### src/rtl/pi_lf_pkg.sv
`timescale 1ns/1ps
package pi_lf_pkg;
  localparam int CFG_W      = 8;
  localparam int PRE_W      = 7;
  localparam int KP_W       = 3;
  localparam int KI_W       = 4;
  localparam int KP_LAST    = 4;
  localparam int KI_LAST    = 8;
  localparam logic [KP_W-1:0] KP_RST = 3'd2;
  localparam logic [KI_W-1:0] KI_RST = 4'd0;

  typedef struct packed {
    logic [KP_W-1:0] kp;
    logic [KI_W-1:0] ki;
  } gain_codes_t;
endpackage

### src/rtl/pi_sat.sv
`timescale 1ns/1ps
module pi_sat #(
  parameter int IN_W  = 32,
  parameter int OUT_W = 16
) (
  input  logic signed [IN_W-1:0]  din,
  output logic signed [OUT_W-1:0] dout
);
  localparam logic signed [IN_W-1:0] HI = {{(IN_W-OUT_W+1){1'b0}}, {(OUT_W-1){1'b1}}};
  localparam logic signed [IN_W-1:0] LO = ~HI;

  always_comb begin
    if (din > HI)      dout = HI[OUT_W-1:0];
    else if (din < LO) dout = LO[OUT_W-1:0];
    else               dout = din[OUT_W-1:0];
  end
endmodule

### src/rtl/pi_gain_regs.sv
`timescale 1ns/1ps
module pi_gain_regs
  import pi_lf_pkg::*;
(
  input  logic             clk,
  input  logic             rst,
  input  logic             cfg_we,
  input  logic [CFG_W-1:0] cfg_wdata,
  output logic [2:0]       kp_shift,
  output logic             ki_on,
  output logic [2:0]       ki_shift
);
  gain_codes_t codes_q;
  logic        gain_wr;

  assign gain_wr = cfg_we && cfg_wdata[CFG_W-1];

  always_ff @(posedge clk) begin
    if (rst) begin
      codes_q.kp <= KP_RST;
      codes_q.ki <= KI_RST;
    end else if (gain_wr) begin
      codes_q.kp <= cfg_wdata[6:4];
      codes_q.ki <= cfg_wdata[3:0];
    end
  end

  always_comb begin
    kp_shift = (codes_q.kp > 3'(KP_LAST)) ? 3'(KP_LAST) : codes_q.kp;
    ki_on    = (codes_q.ki != '0) && (codes_q.ki <= 4'(KI_LAST));
    ki_shift = ki_on ? 3'(codes_q.ki - 4'd1) : 3'd0;
  end


  gain_hold_chk: assert property (@(posedge clk) disable iff (rst)
    !gain_wr |=> $stable(codes_q));
endmodule

### src/rtl/pi_integrator.sv
`timescale 1ns/1ps
module pi_integrator
  import pi_lf_pkg::*;
#(
  parameter int ERR_W  = 8,
  parameter int ACC_W  = 16,
  parameter int FRAC_W = 7
) (
  input  logic                    clk,
  input  logic                    rst,
  input  logic signed [ERR_W-1:0] err,
  input  logic                    sample_en,
  input  logic                    preset_en,
  input  logic [PRE_W-1:0]        preset_val,
  input  logic                    ki_on,
  input  logic [2:0]              ki_shift,
  output logic signed [ACC_W-1:0] integ_q
);
  localparam int WIDE = ACC_W + ERR_W + FRAC_W + 2;
  localparam int EXT  = ACC_W - FRAC_W - PRE_W;

  logic signed [WIDE-1:0]  err_w, step_w, sum_w;
  logic signed [ACC_W-1:0] sum_sat, preset_w;

  always_comb begin
    err_w    = {{(WIDE-ERR_W){err[ERR_W-1]}}, err};
    step_w   = (err_w <<< FRAC_W) >>> ki_shift;
    sum_w    = {{(WIDE-ACC_W){integ_q[ACC_W-1]}}, integ_q} + step_w;
    preset_w = {{EXT{preset_val[PRE_W-1]}}, preset_val, {FRAC_W{1'b0}}};
  end

  pi_sat #(.IN_W(WIDE), .OUT_W(ACC_W)) u_sat (.din(sum_w), .dout(sum_sat));

  always_ff @(posedge clk) begin
    if (rst)                       integ_q <= '0;
    else if (preset_en)            integ_q <= preset_w;
    else if (sample_en && ki_on)   integ_q <= sum_sat;
  end


  idle_hold_chk: assert property (@(posedge clk) disable iff (rst)
    (!preset_en && !sample_en) |=> $stable(integ_q));

  ki_off_hold_chk: assert property (@(posedge clk) disable iff (rst)
    (!preset_en && !ki_on) |=> $stable(integ_q));

  preset_load_chk: assert property (@(posedge clk) disable iff (rst)
    preset_en |=> ($signed(integ_q[ACC_W-1:FRAC_W]) == $signed($past(preset_val)))
                  && (integ_q[FRAC_W-1:0] == '0));

  no_wrap_up_chk: assert property (@(posedge clk) disable iff (rst)
    (!preset_en && sample_en && ki_on && err > 0) |=> integ_q >= $past(integ_q));

  no_wrap_down_chk: assert property (@(posedge clk) disable iff (rst)
    (!preset_en && sample_en && ki_on && err < 0) |=> integ_q <= $past(integ_q));
endmodule

### src/rtl/pi_out_stage.sv
`timescale 1ns/1ps
module pi_out_stage
  import pi_lf_pkg::*;
#(
  parameter int ERR_W  = 8,
  parameter int ACC_W  = 16,
  parameter int FRAC_W = 7
) (
  input  logic                    clk,
  input  logic                    rst,
  input  logic signed [ERR_W-1:0] err,
  input  logic [2:0]              kp_shift,
  input  logic signed [ACC_W-1:0] integ,
  output logic signed [ACC_W-1:0] y_q,
  output logic [CFG_W-1:0]        rd_q
);
  localparam int WIDE  = ACC_W + ERR_W + FRAC_W + 4;
  localparam int INT_W = ACC_W - FRAC_W;

  logic signed [WIDE-1:0]  err_w, prop_w, sum_w;
  logic signed [ACC_W-1:0] y_sat;
  logic signed [INT_W-1:0] int_part;
  logic signed [PRE_W-1:0] rd_sat;

  always_comb begin
    err_w    = {{(WIDE-ERR_W){err[ERR_W-1]}}, err};
    prop_w   = (err_w <<< (FRAC_W + 2)) >>> kp_shift;
    sum_w    = prop_w + {{(WIDE-ACC_W){integ[ACC_W-1]}}, integ};
    int_part = integ[ACC_W-1:FRAC_W];
  end

  pi_sat #(.IN_W(WIDE),  .OUT_W(ACC_W)) u_ysat  (.din(sum_w),    .dout(y_sat));
  pi_sat #(.IN_W(INT_W), .OUT_W(PRE_W)) u_rdsat (.din(int_part), .dout(rd_sat));

  always_ff @(posedge clk) begin
    if (rst) begin
      y_q  <= '0;
      rd_q <= '0;
    end else begin
      y_q  <= y_sat;
      rd_q <= {1'b0, rd_sat};
    end
  end


  out_pos_chk: assert property (@(posedge clk) disable iff (rst)
    (err >= 0 && integ >= 0) |=> y_q >= 0);

  out_neg_chk: assert property (@(posedge clk) disable iff (rst)
    (err < 0 && integ < 0) |=> y_q < 0);
endmodule

### src/rtl/pi_loop_filter.sv
`timescale 1ns/1ps
module pi_loop_filter
  import pi_lf_pkg::*;
#(
  parameter int ERR_W  = 8,
  parameter int ACC_W  = 16,
  parameter int FRAC_W = 7
) (
  input  logic                    clk,
  input  logic                    rst,
  input  logic signed [ERR_W-1:0] err_in,
  input  logic                    sample_en,
  input  logic                    cfg_we,
  input  logic [CFG_W-1:0]        cfg_wdata,
  output logic [CFG_W-1:0]        cfg_rdata,
  output logic signed [ACC_W-1:0] ctrl_out
);
  logic                    preset_en;
  logic [2:0]              kp_shift, ki_shift;
  logic                    ki_on;
  logic signed [ACC_W-1:0] integ;

  assign preset_en = cfg_we && !cfg_wdata[CFG_W-1];

  pi_gain_regs u_gain (
    .clk(clk), .rst(rst), .cfg_we(cfg_we), .cfg_wdata(cfg_wdata),
    .kp_shift(kp_shift), .ki_on(ki_on), .ki_shift(ki_shift)
  );

  pi_integrator #(.ERR_W(ERR_W), .ACC_W(ACC_W), .FRAC_W(FRAC_W)) u_integ (
    .clk(clk), .rst(rst), .err(err_in), .sample_en(sample_en),
    .preset_en(preset_en), .preset_val(cfg_wdata[PRE_W-1:0]),
    .ki_on(ki_on), .ki_shift(ki_shift), .integ_q(integ)
  );

  pi_out_stage #(.ERR_W(ERR_W), .ACC_W(ACC_W), .FRAC_W(FRAC_W)) u_out (
    .clk(clk), .rst(rst), .err(err_in), .kp_shift(kp_shift),
    .integ(integ), .y_q(ctrl_out), .rd_q(cfg_rdata)
  );


  preset_wins_chk: assert property (@(posedge clk) disable iff (rst)
    (preset_en && sample_en) |=> integ[FRAC_W-1:0] == '0);
endmodule

### config.mk
export PLATFORM = sky130hd
export DESIGN_NAME = pi_loop_filter
export DESIGN_NICKNAME = d
export VERILOG_FILES = /design/src/rtl/pi_lf_pkg.sv /design/src/rtl/pi_sat.sv /design/src/rtl/pi_gain_regs.sv /design/src/rtl/pi_integrator.sv /design/src/rtl/pi_out_stage.sv /design/src/rtl/pi_loop_filter.sv
export SDC_FILE = /design/constraint.sdc
export NUM_CORES = 1
export LEC_CHECK = 0
export BUFFER_PORTS_ARGS = -buffer_cell sky130_fd_sc_hd__buf_2
export CAP_MARGIN = 20
export CORE_ASPECT_RATIO = 1.1
export CORE_MARGIN = 2
export CORE_UTILIZATION = 40
export DETAILED_ROUTE_END_ITERATION = 8
export GPL_ROUTABILITY_DRIVEN = 0
export PLACE_DENSITY = 0.62
export SLEW_MARGIN = 20
export SYNTH_ARGS = -nofsm -noshare
export SYNTH_HDL_FRONTEND = slang
export SYNTH_HIERARCHICAL = 1
export SYNTH_SLANG_ARGS = --single-unit
### constraint.sdc
create_clock -name clk -period 9.35 [get_ports clk]
set_input_delay 0.4675 -clock clk [delete_from_list [all_inputs] [get_ports clk]]
set_output_delay 0.4675 -clock clk [all_outputs]
set_load 0.005 [all_outputs]
* Word level (Yosys, flattened, before mapping) *
Index checks and enable logic that the tools add are counted.

cells by class
  $add $sub $neg = 3
  reduce and logical (&&, ||, !) cells = 10
  multiplexer cells = 10
  shifts and indexed selects = 2
  $lt $le $gt $ge = 8

operators by type and width
  kind                                                                     count
  16-bit 2-to-1 mux                                                        5
  35-bit adder                                                             1
  35-bit by 16-bit > comparator with 1-bit output (second input constant)  1
  35-bit by 16-bit < comparator with 1-bit output (second input constant)  1
  17-bit by 3-bit >>> shifter with 35-bit output                           1
  33-bit adder                                                             1
  33-bit by 16-bit > comparator with 1-bit output (second input constant)  1
  33-bit by 16-bit < comparator with 1-bit output (second input constant)  1
  15-bit by 3-bit >>> shifter with 33-bit output                           1
  15-bit 2-to-1 mux                                                        1
  7-bit 2-to-1 mux                                                         2
  9-bit by 7-bit > comparator with 1-bit output (second input constant)    1
  9-bit by 7-bit < comparator with 1-bit output (second input constant)    1
  3-bit 2-to-1 mux                                                         2
  2-bit OR reduction                                                       3
  4-bit <= comparator (second input constant)                              1
  1-bit logical AND                                                        4
  4-bit nonzero test                                                       1
  3-bit > comparator (second input constant)                               1
  3-bit by 1-bit subtractor with 3-bit output (second input constant)      1
  2-bit nonzero test                                                       1
  1-bit logical NOT                                                        1

word-level totals
  logic and storage cells = 42
  output and inout port bits = 24
  flip-flop bits (word level) = 47
  input port bits = 20

* Longest topological paths before layout *
Gate-level depths: netlist of the first run.

  depth after elaboration = 10
  gate-level depth with buffers = 29

* Cells and area by module *
Netlist of the first run, hierarchy kept.

modules (own cells, without submodules)
  module                   cells each  sequential area each (µm²)  instances  area an instance (µm²)
  pi_integrator            277         320.3                       1          1,946.9
  pi_out_stage             222         460.4                       1          1,915.6
  pi_gain_regs             46          140.1                       1          367.9
  pi_sat at u_out.u_ysat   32          0.0                         1          237.7
  pi_sat at u_integ.u_sat  32          0.0                         1          235.2
  pi_sat at u_out.u_rdsat  22          0.0                         1          135.1
  pi_loop_filter           1           0.0                         1          13.8

* Worst setup path after synthesis of the first run *
OpenSTA, ideal clock, no wires.

  kind = flip-flop to flip-flop
  from = reg u_gain/codes_q[0] (netlist bit)
  to = reg u_integ.integ_q[10]
  path slack = 3.853 ns
  path buffers = 2
  setup time = 0.064 ns
  required time = 9.286 ns
  arrival time = 5.432 ns
  cell stages (with the launch flop) = 26
  cell sequence = dfxtp_1 -> inv_1 -> ha_1 -> nor2b_1 -> xor2_1 -> nor2_1 -> buf_1 -> mux2_2 -> o21ai_0 -> o22ai_1 -> ha_1 -> a21o_1 -> a31o_2 -> o21a_1 -> a221oi_1 -> o31ai_1 -> fa_1 -> nand4_1 -> or4_4 -> o21ai_4 -> buf_6 -> a21o_1 -> nand2_1 -> a21oi_1 -> a21oi_1 -> nor2_1

between the ends
  longest elaborated chain between the ends = 10

RTL lines
  element                                                           RTL line              source
  start, declared                                                   pi_gain_regs.sv:13    gain_codes_t codes_q;
  4-bit <= comparator / 4-bit nonzero test (equally long branches)  pi_gain_regs.sv:30    ki_on = (codes_q.ki != '0) && (codes_q.ki <= 4'(KI_LAST));
  1-bit logical AND                                                 pi_gain_regs.sv:30
  3-bit 2-to-1 mux (*)                                              pi_gain_regs.sv:31    ki_shift = ki_on ? 3'(codes_q.ki - 4'd1) : 3'd0;
  via ki_shift[1]                                                   pi_loop_filter.sv:19  logic [2:0] kp_shift, ki_shift;
  15-bit by 3-bit >>> shifter with 33-bit output (*)                pi_integrator.sv:27   step_w = (err_w <<< FRAC_W) >>> ki_shift;
  33-bit adder (*)                                                  pi_integrator.sv:28   sum_w = {{(WIDE-ACC_W){integ_q[ACC_W-1]}}, integ_q} + step_w;
  via u_integ.sum_w[15]                                             pi_integrator.sv:22   logic signed [WIDE-1:0] err_w, step_w, sum_w;
  33-bit by 16-bit < comparator with 1-bit output                   pi_sat.sv:14          else if (din < LO) dout = LO[OUT_W-1:0];
  16-bit 2-to-1 mux                                                 pi_sat.sv:14
  16-bit 2-to-1 mux (*)                                             pi_sat.sv:13          if (din > HI) dout = HI[OUT_W-1:0];
  via u_integ.sum_sat[10]                                           pi_integrator.sv:23   logic signed [ACC_W-1:0] sum_sat, preset_w;
  16-bit 2-to-1 mux (*)                                             pi_integrator.sv:37   else if (sample_en && ki_on) integ_q <= sum_sat;
  16-bit 2-to-1 mux (*)                                             pi_integrator.sv:36   else if (preset_en) integ_q <= preset_w;
  end signal, assigned                                              pi_integrator.sv:36
  end signal, assigned                                              pi_integrator.sv:37
  end, declared                                                     pi_integrator.sv:17   output logic signed [ACC_W-1:0] integ_q

The timed path passes the listed nets; every way through them passes the cells marked *. The select of a mux whose other input is x is not followed.
A chain may end at the register's enable or synchronous reset.

* Worst setup path after layout of the first run *
  from = reg u_gain/codes_q[0] (netlist bit)
  to = reg u_integ.integ_q[11]

The elaborated chain is that of the path after synthesis.

==> results.md, run 1 <==
- Top cells by count, synth: nand2_1 (80), a21oi_1 (58), nor2_1 (48)
- Port Buf Inserts: 42
- Die Y: 119.5 µm
- Final core utilization: 44.03%
- Diodes inserted: 0
- DRT Wirelength: 12.63 mm
- Yosys cell types: 66
- Post-CTS sizing: 0
- Vias in the first global route: 4344
- Post-synth EDFFs: 0
- Main synth FF type: dfxtp_1
- Initial antenna violation count: 0
- Htree depth: 2
- Yosys top cell area share: 18.98%
- Gr usage total: 19.68%
- Count of final setup violators: 0
- Vias per cell: 5.644
- Clock tree sinks: 46
- Post-synthesis async set-or-reset flop share: 0%
- Final net count: 713
- Pwr dens: 158.9 mW/mm²
- DRC violations left: 0
- RR Startpoint: u_gain/codes_q[0]
- Critical Path AT: 6460 ps
- Flops & latches, synth: 46
- First-pass GRT wire length: 20.64 mm
- Final worst setup slack: 3118 ps
- WL/cell: 15.72 µm
- Total power: 0.8349 mW
- Initial DRC count: 303
- Area Overhead vs Synth: 8.252%
- Cts hold-fix bufs: 0
- TNS Setup: 0 ps
- Critical path launch point type: flip-flop
- Critical Path RT: 9580 ps
- CTS buffer count: 5
- Io pins: 44
- Worst Tran Pin Value: 950.3 ps
- Routed via count: 4532
- Worst Setup End Kind: flip-flop
- Crit path from: u_gain/codes_q[0]
- Cells after Synth: 632
- Post-CTS Setup Repair Bufs: 0
- Status: completed
- Synth Area per Inst: 7.677 µm²
- Hold Path Class: primary input to flip-flop
- Core area: 0.01193 mm²
- Clk_lat worst skew: 290 ps
- Worst vdd ir: 0.00006757 V
- CTS tree: yes
- Post-DP HPWL: 9.699 mm
- Placement Setup Slack: 3166 ps
- Fraction of layout cells with a size suffix above 1: 14.18%
- Drt pass-1 iters: 5
- Sequential share of the synthesized area: 18.98%
- Bufs on Longest Clock Path: 2
- Yosys warnings: 6
- Pins Over Slew Limit: 0
- Fillers: 1207
- Clk_skew: 6.870 ps
- Row cnt: 42
- Starting Density: 40.68%
- Largest net degree at the start of global routing: 39
- Hold Startpoint: cfg_wdata[5]
- Synth area leader: dfxtp_1
- Post-Syn Nets: 697
- Remaining Overflow, GRT: 0
- Leak pwr: 2.398 nW
- Clock-pin slew on the worst setup and hold paths: 70 ps
- Top-count cell post-synth: nand2_1
- Clk root buf: clkbuf_16
- Minimum clock period: 6232 ps
- Synth top area cells: dfxtp_1 (19%), ha_1 (8.5%), nand2_1 (6.2%)
- WS Path Type: flip-flop to flip-flop
- Relative slew slack: 36.51%
- Die Footprint: 0.01303 mm²
- Worst-path fanout max: 15
- Hold Vio Cnt, Final: 0
- DRT antenna net count: 0
- Die Wd: 109.0 µm
- Maxcap violations: 0
- Tcrit/Tclk final: 66.66%
- RSZ-0062 raised after global routing: false
- Peak Freq: 0.1605 GHz
- Mapped Area: 0.004852 mm²
placed cells by master, fill, tap and decap left out, types with 4 or more instances in the layout:
cell | Yosys | routed
nand2_1 | 80 | 80
a21oi_1 | 58 | 58
nor2_1 | 48 | 48
dfxtp_1 | 46 | 46
buf_2 | 1 | 42
a21o_1 | 37 | 37
ha_1 | 33 | 33
nor2b_1 | 29 | 29
o21ai_0 | 27 | 27
inv_1 | 24 | 24
a31oi_1 | 16 | 15
xnor2_1 | 15 | 15
mux2i_1 | 14 | 14
nand3_1 | 12 | 12
fa_1 | 12 | 12
nand4_1 | 10 | 10
mux2_2 | 10 | 10
a21o_2 | 10 | 10
o21a_1 | 9 | 9
o31ai_1 | 9 | 9
o22ai_1 | 8 | 8
xor2_1 | 7 | 7
o41ai_1 | 7 | 7
nor4_1 | 7 | 7
nor3_1 | 6 | 6
clkbuf_16 | 0 | 5
and3_1 | 5 | 5
and2_1 | 5 | 5
a21boi_1 | 4 | 4
registers in the layout, indices dropped and copies added, names as in the netlist:
name	count
u_integ/integ_q	16
u_out/y_q	16
u_gain/codes_q	7
u_out/rd_q	7
worst max-delay path: stages, from the launching register on:
cell and delay [ps]:
dfxtp_1 350, inv_1 70, ha_1 210, nor2b_1 150
xor2_1 170, nor2_1 660, mux2_2 430, o21ai_0 210
o22ai_1 110, ha_1 340, a21o_1 210, a31o_2 240
o21a_1 210, a221oi_1 450, o31ai_1 220, fa_1 540
nand4_1 100, or4_4 560, o21ai_4 370, a21o_1 180
nand2_1 60, a21oi_1 170, a21oi_1 60, nor2_1 90
layout make-up:
type / count / area, µm² / area share (%)
Multi-Input combinational cell: 525 / 3651 / 69.51
Sequential cell: 46 / 920.9 / 17.53
Timing Repair Buffer: 45 / 232.7 / 4.431
Tap cell: 154 / 192.7 / 3.668
Clock buffer: 7 / 152.6 / 2.906
Inverter: 25 / 93.84 / 1.787
Clock inverter: 1 / 8.758 / 0.1667
stage by stage:
stage	instance area (µm²)	instances	hold WS, ps
3_3_place_gp	5085	795	443.2
3_5_place_dp	5091	795	447.5
5_1_grt	5253	803	454.9
4_1_cts	5253	803	426.5
2_1_floorplan	4852	632	425.7
6_report	5253	803	431.9
path summary, 6_finish.rpt:
path,end,cells past startpoint,slack [ps]
min reg2reg,u_gain/codes_q[1],2,460
max reg2reg,u_integ/integ_q[11],23,3120
max,u_integ/integ_q[11],23,3120
min,u_integ/integ_q[12],3,430
per-layer routing:
metal,vias to the layer above,GRT usage [%],routed length (µm)
li1,2292,-,-
met1,2123,24.40,5560
met2,97,34.86,6256
met3,20,1.847,465
met4,0,7.212,345
met5,-,0,0
power by group:
| group | switching (mW) | total (mW) | leakage, nW | internal (mW) |
|---|---|---|---|---|
| sequential | 0.0153 | 0.231 | 0.380 | 0.216 |
| clock | 0.0787 | 0.193 | 0.0801 | 0.114 |
| combinational | 0.244 | 0.411 | 1.94 | 0.167 |
logic make-up (layout without fill, tap and decap cells):
| family | after synthesis | in the layout | share of synthesized area (%) |
|---|---|---|---|
| AOI/OAI and AO/OA | 215 | 215 | 30.69 |
| xor gates and xnor gates | 22 | 22 | 3.971 |
| adders and majority gates | 45 | 45 | 13.46 |
| buffers and inverters | 61 | 78 | 5.905 |
| DFF | 46 | 46 | 18.98 |
| muxes | 24 | 24 | 5.209 |
| other | 1 | 1 | 0.07729 |
| and+or+nand+nor | 218 | 218 | 21.71 |
Power figures use the tool's default switching activity.
==> run 2: changes to the inputs <==
Settings changed: PLACE_DENSITY 0.62 to 0.65.
Clock period 9.35 ns to 5.7 ns, I/O delays scaled along.
==> run 2 against run 1 <==
Combinational power is 71% higher. Sequential cell count is the same. Cell count increased by 1.7%. Routed wire length shrank 2.4%. Core utilization rose by 1.3 points. Clock power rose by 64%. Clock skew grew 3.4 ps. Worst setup slack worse by 2800 ps. Maximum frequency up 15%. Worst hold slack got worse by 180 ps.
==> results.md, run 2 (same netlist as run 1, synthesis figures left out) <==
- Relative slew slack: 53.53% (+17 points)
- Diodes inserted: 0 (unchanged)
- Die Wd: 109.0 µm (unchanged)
- Final net count: 727 (+2.0%)
- First-pass GRT wire length: 19.68 mm (-4.7%)
- Fillers: 1184 (-1.9%)
- CP Buf/Inv Count: 3 (+2)
- Fraction of layout cells with a size suffix above 1: 17.35% (+3.2 points)
- Critical Path RT: 5920 ps (-3660 ps)
- Htree depth: 2 (unchanged)
- Placed Cells: 803 (+1.0%)
- Vias in the first global route: 4201 (-3.3%)
- Maxcap violations: 0 (unchanged)
- Worst-path fanout max: 11 (-4)
- Worst hold path cell count: 3 (unchanged)
- Hold Vio Cnt, Final: 0 (unchanged)
- Vias per cell: 5.580 (-1.1%)
- Critical Path AT: 5640 ps (-820 ps)
- CTS tree: yes
- Critical path launch point type: flip-flop
- Bufs on Longest Clock Path: 2 (unchanged)
- Clock tree sinks: 46 (unchanged)
- Pwr dens: 258.7 mW/mm² (+63%)
- Post-DP HPWL: 9.532 mm (-1.7%)
- Clk_lat worst skew: 290 ps (about the same)
- Core area: 0.01193 mm² (unchanged)
- Most frequent cells in the layout: nand2_1 (80), a21oi_1 (58), nor2_1 (47), dfxtp_1 (46), buf_2 (42)
- Reg2reg path depth: 26 (+13%)
- DRT Wirelength: 12.32 mm (-2.4%)
- Worst vdd ir: 0.0001144 V (+69%)
- Status: completed
- WL/cell: 15.08 µm (-4.1%)
- Row cnt: 42 (unchanged)
- Crit path from: u_gain/codes_q[0]
- Initial DRC count: 320 (+5.6%)
- Area of the multi-input gates: 0.003697 mm² (+1.3%)
- Initial antenna violation count: 0 (unchanged)
- Hold Startpoint: cfg_wdata[5]
- Clk root buf: clkbuf_16
- Register Area: 920.9 µm² (unchanged)
- Gr usage total: 18.59% (-1.1 points)
- DRC violations left: 0 (unchanged)
- Worst Setup End Kind: flip-flop
- Count of final setup violators: 0 (unchanged)
- Final Non-Filler Cells: 817 (+1.7%)
- Slowest cell on crit path: or4_4
- WS Path Type: flip-flop to flip-flop
- CP max stage delay: 570 ps (-90 ps)
- Io pins: 44 (unchanged)
- Tcrit/Tclk final: 95.08% (+28 points)
- Port Buf Inserts: 42 (unchanged)
- Routed via count: 4559 (+0.60%)
- CTS buffer count: 5 (unchanged)
- Drt pass-1 iters: 4 (-1)
- DRT antenna net count: 0 (unchanged)
- Total power: 1.400 mW (+68%)
- Remaining Overflow, GRT: 0 (unchanged)
- Final core utilization: 45.35% (+1.3 points)
- Reg-to-reg endpoint: u_integ/integ_q[11]
- Worst Tran Pin Value: 695.6 ps (-254.7 ps)
- Top delay family on crit path: compound AO/OA/AOI/OAI gates
- Starting Density: 40.68% (unchanged)
- Hold Path Class: primary input to flip-flop
- Largest regs: u_integ/integ_q (16), u_out/y_q (16)
- Flop2flop setup slack: 280 ps (-2840 ps)
- Die Y: 119.5 µm (unchanged)
- Minimum clock period: 5420 ps (-812.6 ps)
- Leak pwr: 2.489 nW (+3.8%)
- Commonest non-fill, non-tap cell in the layout: nand2_1
- Largest net degree at the start of global routing: 39 (unchanged)
- Clk_skew: 10.24 ps (+3.374 ps)
- Pins Over Slew Limit: 0 (unchanged)
- Hold Crit Endpoint: u_integ/integ_q[12]
- Die Footprint: 0.01303 mm² (unchanged)
- Peak Freq: 0.1845 GHz (+15%)
- Area Overhead vs Synth: 11.50%
- Clock-pin slew on the worst setup and hold paths: 60 ps (about the same)
- RR Startpoint: u_gain/codes_q[0]
==> run 2: worst max-delay path by stage <==
stage                           to  slack [ps]  cells past startpoint
2_1_floorplan  u_integ/integ_q[10]         200                     25
6_report       u_integ/integ_q[11]         280                     26
3_3_place_gp    u_integ/integ_q[8]         330                     24
3_5_place_dp    u_integ/integ_q[1]          90                     24
4_1_cts         u_integ/integ_q[4]          50                     24
5_1_grt        u_integ/integ_q[10]         -70                     26
==> run 2: tightest hold or removal path, cell delays in order <==
cell,delay (ps)
buf_2,90
a21oi_1,60
nor2_1,70
==> run 2: final cells by class <==
type	instances	share of cell area (%)
multi-input cells	525	68.34
inverters	25	1.735
repair buffers	59	6.267
flip-flops and latches	46	17.02
clock buffers	8	3.076
well taps	154	3.562
==> run 2: timing repair <==
| action | CTS | global route |
|---|---|---|
| setup endpoints to repair | 0 | 15 |
| endpoints found under the hold margin | 0 | 0 |
| setup buffers | 0 | 6 |
| resized for setup | 0 | 12 |
| hold buffers | 0 | 0 |
==> run 2: layer usage <==
layer | vias up | share of wire (%) | global-route usage [%]
met2 | 78 | 50 | 33.85
li1 | 2317 | - | -
met1 | 2136 | 44 | 21.98
met4 | 0 | 2.8 | 7.212
met3 | 28 | 3.4 | 1.901
met5 | - | 0 | 0
==> run 2: report_power, final <==
group	total (mW)	internal [mW]	switching [mW]
registers	0.378	0.354	0.0246
logic	0.704	0.297	0.407
clock network	0.317	0.198	0.119
==> run 2: per-stage QoR <==
step,instance area (µm²),hold slack (ps),TNS [ps],setup slack (ps)
after floorplan,4852,354.1,0,203.2
after global placement,5145,443.9,0,331.1
after detailed placement,5145,448.6,0,94.22
after CTS,5311,251.6,0,45.47
after global routing,5410,283.5,-135.3,-69.58
final,5410,255.1,0,280.3
